## src/rtl/exc_entry_pkg.sv

```systemverilog
package exc_entry_pkg;
  localparam int DATA_W  = 32;
  localparam int CODE_W  = 12;
  localparam int LEVEL_W = 4;

  localparam int BIT_BLOCK = 28;
  localparam int BIT_BANK  = 29;
  localparam int BIT_PRIV  = 30;
  localparam int BIT_FPDIS = 15;
  localparam int MASK_LSB  = 4;

  localparam logic [CODE_W-1:0] CODE_PWR_RST  = 12'h000;
  localparam logic [CODE_W-1:0] CODE_MAN_RST  = 12'h020;
  localparam logic [CODE_W-1:0] CODE_MISS_RD  = 12'h040;
  localparam logic [CODE_W-1:0] CODE_MISS_WR  = 12'h060;
  localparam logic [CODE_W-1:0] CODE_TRAP     = 12'h160;
  localparam logic [CODE_W-1:0] CODE_BREAK_OK = 12'h1E0;

  localparam logic [DATA_W-1:0] RESET_TARGET = 32'hA000_0000;
  localparam logic [DATA_W-1:0] OFS_GENERAL  = 32'h100;
  localparam logic [DATA_W-1:0] OFS_MISS     = 32'h400;
  localparam logic [DATA_W-1:0] OFS_IRQ      = 32'h600;

  typedef struct packed {
    logic enter;
    logic fromIrq;
    logic rstReq;
    logic resetCls;
    logic tlbMiss;
    logic trap;
  } entry_ctl_t;
endpackage

```

## src/rtl/exc_entry_ctrl.sv

```systemverilog
module exc_entry_ctrl
  import exc_entry_pkg::*;
(
  input  logic               entryStrobe,
  input  logic               excValid,
  input  logic [CODE_W-1:0]  excCode,
  input  logic               irqReq,
  input  logic [LEVEL_W-1:0] irqLevel,
  input  logic               sleeping,
  input  logic               blocked,
  input  logic [LEVEL_W-1:0] irqMask,
  output entry_ctl_t         ctl
);
  logic excHit;
  logic breakCode;
  logic excEnter;
  logic irqEnter;

  always_comb begin
    excHit    = entryStrobe && excValid;
    breakCode = (excCode == CODE_BREAK_OK);
    excEnter  = excHit && (!blocked || breakCode);
    irqEnter  = entryStrobe && !excValid && irqReq && !blocked &&
                !sleeping && (irqLevel > irqMask);

    ctl.enter    = excEnter || irqEnter;
    ctl.fromIrq  = irqEnter;
    ctl.rstReq   = excHit && blocked && !breakCode;
    ctl.resetCls = excEnter && ((excCode == CODE_PWR_RST) || (excCode == CODE_MAN_RST));
    ctl.tlbMiss  = excEnter && ((excCode == CODE_MISS_RD) || (excCode == CODE_MISS_WR));
    ctl.trap     = excEnter && (excCode == CODE_TRAP);
  end
endmodule

```

## src/rtl/exc_entry_dp.sv

```systemverilog
module exc_entry_dp
  import exc_entry_pkg::*;
(
  input  logic              clk,
  input  logic              rst_n,
  input  entry_ctl_t        ctl,
  input  logic [CODE_W-1:0] excCode,
  input  logic [CODE_W-1:0] irqCode,
  input  logic [DATA_W-1:0] srIn,
  input  logic [DATA_W-1:0] pcIn,
  input  logic [DATA_W-1:0] r15In,
  input  logic [DATA_W-1:0] vbrIn,
  input  logic              inDelaySlot,
  output logic [DATA_W-1:0] srOut,
  output logic [DATA_W-1:0] pcOut,
  output logic [DATA_W-1:0] ssrOut,
  output logic [DATA_W-1:0] spcOut,
  output logic [DATA_W-1:0] sgrOut,
  output logic [CODE_W-1:0] expEvtOut,
  output logic [CODE_W-1:0] intEvtOut,
  output logic              slotClear,
  output logic              resetReq,
  output logic              taken
);
  localparam logic [DATA_W-1:0] STEP = DATA_W'(2);

  logic [DATA_W-1:0] nextSr;
  logic [DATA_W-1:0] nextPc;
  logic [DATA_W-1:0] resumePc;

  always_comb begin
    nextSr = srIn;
    nextSr[BIT_BLOCK] = 1'b1;
    nextSr[BIT_BANK]  = 1'b1;
    nextSr[BIT_PRIV]  = 1'b1;
    if (ctl.resetCls) begin
      nextSr[BIT_FPDIS] = 1'b0;
      nextSr[MASK_LSB +: LEVEL_W] = '1;
    end

    if (ctl.resetCls)     nextPc = RESET_TARGET;
    else if (ctl.fromIrq) nextPc = vbrIn + OFS_IRQ;
    else if (ctl.tlbMiss) nextPc = vbrIn + OFS_MISS;
    else                  nextPc = vbrIn + OFS_GENERAL;

    resumePc = pcIn;
    if (inDelaySlot) resumePc = resumePc - STEP;
    if (ctl.trap)    resumePc = resumePc + STEP;
  end

  always_ff @(posedge clk or negedge rst_n) begin
    if (!rst_n) begin
      srOut     <= '0;
      pcOut     <= '0;
      ssrOut    <= '0;
      spcOut    <= '0;
      sgrOut    <= '0;
      expEvtOut <= '0;
      intEvtOut <= '0;
      slotClear <= 1'b0;
      resetReq  <= 1'b0;
      taken     <= 1'b0;
    end else begin
      taken     <= ctl.enter;
      resetReq  <= ctl.rstReq;
      slotClear <= ctl.enter && inDelaySlot;
      if (ctl.enter) begin
        srOut  <= nextSr;
        pcOut  <= nextPc;
        ssrOut <= srIn;
        spcOut <= resumePc;
        sgrOut <= r15In;
        if (ctl.fromIrq) intEvtOut <= irqCode;
        else             expEvtOut <= excCode;
      end
    end
  end
endmodule

```

## src/rtl/exc_entry_seq.sv

```systemverilog
module exc_entry_seq
  import exc_entry_pkg::*;
(
  input  logic               clk,
  input  logic               rst_n,
  input  logic               entryStrobe,
  input  logic               excValid,
  input  logic [CODE_W-1:0]  excCode,
  input  logic               irqReq,
  input  logic [CODE_W-1:0]  irqCode,
  input  logic [LEVEL_W-1:0] irqLevel,
  input  logic               sleeping,
  input  logic [DATA_W-1:0]  srIn,
  input  logic [DATA_W-1:0]  pcIn,
  input  logic [DATA_W-1:0]  r15In,
  input  logic [DATA_W-1:0]  vbrIn,
  input  logic               inDelaySlot,
  output logic [DATA_W-1:0]  srOut,
  output logic [DATA_W-1:0]  pcOut,
  output logic [DATA_W-1:0]  ssrOut,
  output logic [DATA_W-1:0]  spcOut,
  output logic [DATA_W-1:0]  sgrOut,
  output logic [CODE_W-1:0]  expEvtOut,
  output logic [CODE_W-1:0]  intEvtOut,
  output logic               slotClear,
  output logic               resetReq,
  output logic               taken
);
  entry_ctl_t ctl;

  exc_entry_ctrl u_ctrl (
    .entryStrobe (entryStrobe),
    .excValid    (excValid),
    .excCode     (excCode),
    .irqReq      (irqReq),
    .irqLevel    (irqLevel),
    .sleeping    (sleeping),
    .blocked     (srIn[BIT_BLOCK]),
    .irqMask     (srIn[MASK_LSB +: LEVEL_W]),
    .ctl         (ctl)
  );

  exc_entry_dp u_dp (
    .clk         (clk),
    .rst_n       (rst_n),
    .ctl         (ctl),
    .excCode     (excCode),
    .irqCode     (irqCode),
    .srIn        (srIn),
    .pcIn        (pcIn),
    .r15In       (r15In),
    .vbrIn       (vbrIn),
    .inDelaySlot (inDelaySlot),
    .srOut       (srOut),
    .pcOut       (pcOut),
    .ssrOut      (ssrOut),
    .spcOut      (spcOut),
    .sgrOut      (sgrOut),
    .expEvtOut   (expEvtOut),
    .intEvtOut   (intEvtOut),
    .slotClear   (slotClear),
    .resetReq    (resetReq),
    .taken       (taken)
  );
endmodule

```

## config.mk

```make
export PLATFORM = sky130hd
export DESIGN_NAME = exc_entry_seq
export DESIGN_NICKNAME = d
export VERILOG_FILES = /design/src/rtl/exc_entry_pkg.sv /design/src/rtl/exc_entry_ctrl.sv /design/src/rtl/exc_entry_dp.sv /design/src/rtl/exc_entry_seq.sv
export SDC_FILE = /design/constraint.sdc
export NUM_CORES = 1
export LEC_CHECK = 0
export BUFFER_PORTS_ARGS = -buffer_cell sky130_fd_sc_hd__buf_2
export CORE_ASPECT_RATIO = 0.5
export CORE_MARGIN = 10
export CORE_UTILIZATION = 44
export DETAILED_ROUTE_END_ITERATION = 8
export PLACE_DENSITY = 0.73
export SLEW_MARGIN = 20
export SYNTH_ARGS = -nofsm -noshare
export SYNTH_HDL_FRONTEND = slang
export SYNTH_SLANG_ARGS = --single-unit
```

## constraint.sdc

```tcl
create_clock -name clk -period 1.5 [get_ports clk]
set_input_delay 0 -clock clk [delete_from_list [all_inputs] [get_ports clk]]
set_output_delay 0 -clock clk [all_outputs]
set_load 0.005 [all_outputs]
```

==> metrics.csv <==
metric,value,unit
place_inst,1723,
numPortBuffers,349,
synth_area_leaders,"dfrtp_1, nand2_1, xnor2_1",
crit_path_start_kind,input pin,
via_count,11570,
dp_hpwl,25100,um
numCtsBuffers,17,
netlist.area_leader.share,46.8,%
r2r-start,u_dp.pcOut[12],
status,finished with violations,
fp.coreArea,19300,um^2
die_w,218,um
drt-met1-wl,16600,um
ys_warn_count,0,
crit_path_end_kind,flip-flop,
max_slew_margin,71.5,%
reg2regPathDepth,1,
slew_violations,0,
die_area,25900,um^2
synth.avg_cell_area,8.73,um^2
area_delta_synth_final,93.9,%
clock_sinks,161,
ctsLongestPathBuffers,2,
max-vdd-ir-drop,0.877,mV
drive_gt1_share,54.3,%
ys_types,70,
finalSetupTns,-33.63,ns
fin_crit_sh,163,%
cts_root_buf,clkbuf_16,
met3_length,4450,um
worst_ep_required_time,1.87,ns
synthCells,986,
grt_pass1_vias,10985,
setup_viol,135,
grt_use_total,29.2,%
met2_length,23300,um
r2r_setup_slack,0.53,ns
grt_overflow,0,
layout.nets,1862,
rsz0062_at_grt,yes,
r2r_end,u_dp.pcOut[12],
synth-seq-cells,161,
hold_violations,0,
grt_max_degree,59,
wl,47600,um
violations,negative setup slack,
ant_nets,0,
cts_tree,yes,
io-pin-count,350,
gp_congestion,0.916,
async_flop_share,100,%
path_max_fanout,4,
syn_area,8610,um^2
wl_per_cell,24.1,um
min_path_type,in2reg,
final_cells,1971,
worstPathArrival,2.81,ns
setup_ws,-0.949,ns
power_density,886,nW/um^2
drtIter0Drc,1414,
fmax,0.408,GHz
fin_skew,0,ns
grt_pass1_wl,61000,um
antenna_found_initial,2,
insertion_delay,0.43,ns
yosysSeqAreaShare,46.8,%
syn_nets,1160,
synth-edff-count,0,
start_util,44.5,%
tightestPinTransition,0.425,ns
holdPathStages,4,
dr.max_layer_used,met4,
die_height,119,um
hold_path_startpoint,vbrIn[22],
path_clk_slew,0.07,ns
power.leakage,0.00836,uW
post-route-min-period,2.45,ns
post-route-drc-count,0,
yosysTopAreaCell,dfrtp_1,
num_rows,36,
htree_levels,4,
drv_cap,0,
final_core_util,86.4,%
crit_type,in2reg,
via_per_inst,5.87,
hold_end,u_dp.pcOut[24],
drt_pass1_iterations,8,
synth-main-ff-cell,dfrtp_1,
-- state kept, by name (all words and copies together) (netlist names) --
name / flops
u_dp.spcOut: 32
u_dp.resetReq: 1
u_dp.taken: 1
u_dp.sgrOut: 32
u_dp.pcOut: 32
u_dp.srOut: 6
u_dp.expEvtOut: 12
u_dp.ssrOut: 32
u_dp.intEvtOut: 12
u_dp.slotClear: 1
-- worst max-delay path by stage --
stage / startpoint / to / slack, ns / depth (start not counted)
6_report: pcIn[2] / u_dp.spcOut[24] / -0.95 / 9
5_1_grt: excCode[7] / u_dp.spcOut[24] / -0.99 / 11
4_1_cts: pcIn[3] / u_dp.spcOut[24] / -0.70 / 9
3_5_place_dp: pcIn[2] / u_dp.spcOut[24] / -1.38 / 13
3_3_place_gp: pcIn[2] / u_dp.spcOut[24] / -1.30 / 13
2_1_floorplan: pcIn[1] / u_dp.spcOut[24] / -1.10 / 12
-- cell families after synthesis --
logic type,Yosys count,share of synthesized area (%)
xor gates and xnor gates,57,5.80
AOI/OAI and AO/OA,130,10.7
DFF,161,46.8
buffers and inverters,90,5.22
and+or+nand+nor,522,27.9
adders and majority gates,11,1.60
muxes,15,1.95
-- per-stage QoR --
stage	power (uW)	instance area, um^2	hold WS, ns	setup slack (ns)
finish	14800	16700	0.0237	-0.949
global route	15300	16700	0.0184	-0.993
CTS	13900	15300	0.000658	-0.702
detailed placement	8810	12200	-0.0633	-1.38
global placement	8690	12200	-0.0708	-1.30
floorplan	7000	9150	-0.296	-1.10
-- critical path, stage by stage --
cell and delay [ns]:
buf_8 0.10, or4b_4 0.57, or4b_4 0.53, a21boi_4 0.22, nor2_4 0.08, nor4_4 0.35, a21boi_1 0.23, or4_1 0.58
a31oi_1 0.14
-- cell type report --
cell class | instances | area (um^2)
timing repair buffer | 754 | 6000
multi-input combinational | 735 | 5570
sequential | 161 | 4030
fill | 871 | 2640
clock buffer | 19 | 453
tap | 266 | 333
clock inverter | 13 | 149
inverter | 17 | 86.3
timing repair inverter | 2 | 50.0
antenna | 4 | 10.0
-- cells in the mapped netlist (7+ instances only) --
cell type  number
and3_1         16
mux2_2         14
o21a_1          7
nor2_1         66
a22o_1         17
or3_1          10
nor4_1         14
xor2_1         22
nand2_1       300
nand4_1        13
clkbuf_1       36
dfrtp_1       161
a21oi_1        28
xnor2_1        35
inv_1          16
nand3_1        27
o31ai_1        15
buf_4          26
o21ai_0        18
nor3_1         31
ha_1           11
-- what timing repair did --
item | in CTS | in global routing
gates resized for setup | 164 | 244
setup buffers | 40 | 33
endpoints found under the setup margin | 131 | 135
hold buffers | 128 | 0
hold endpoints to repair | 293 | 0
cloned | 9 | 15
pin swaps | 65 | 160
-- per-layer routing --
| metal | track usage [%] | up-vias |
|---|---|---|
| li1 | - | 4780 |
| met4 | 12.4 | 0 |
| met5 | 0 | - |
| met1 | 33.4 | 5634 |
| met3 | 5.86 | 299 |
| met2 | 52.3 | 857 |
-- where the power goes --
part           internal (uW)  leakage (uW)  switching [uW]
logic                   2190       0.00609            2220
registers               5130       0.00198             608
clock network           2570      0.000292            2060
-- placed cells by master, fill, tap and decap left out, types with 6 or more instances in the layout --
cell type,n
nor2_4,11
buf_16,9
xnor2_2,8
nor3_4,9
nor2_1,50
o21ai_1,9
or4_4,6
a21oi_1,20
o31ai_1,11
buf_4,191
nor4_1,6
nand2_2,71
buf_8,12
or3_1,8
inv_1,13
buf_12,18
nor3_1,15
dfrtp_1,161
buf_2,334
nand3_1,15
xor2_1,18
nor3_2,9
nand2_4,29
nand3_2,10
ha_1,9
buf_6,53
clkbuf_16,25
and3_4,8
nand4_1,13
xnor2_1,26
mux2_2,12
nand2_1,199
and3_1,8
a22o_1,17
nor4_4,8
dlygate4sd3_1,128
(Power assumes the default switching activity.)
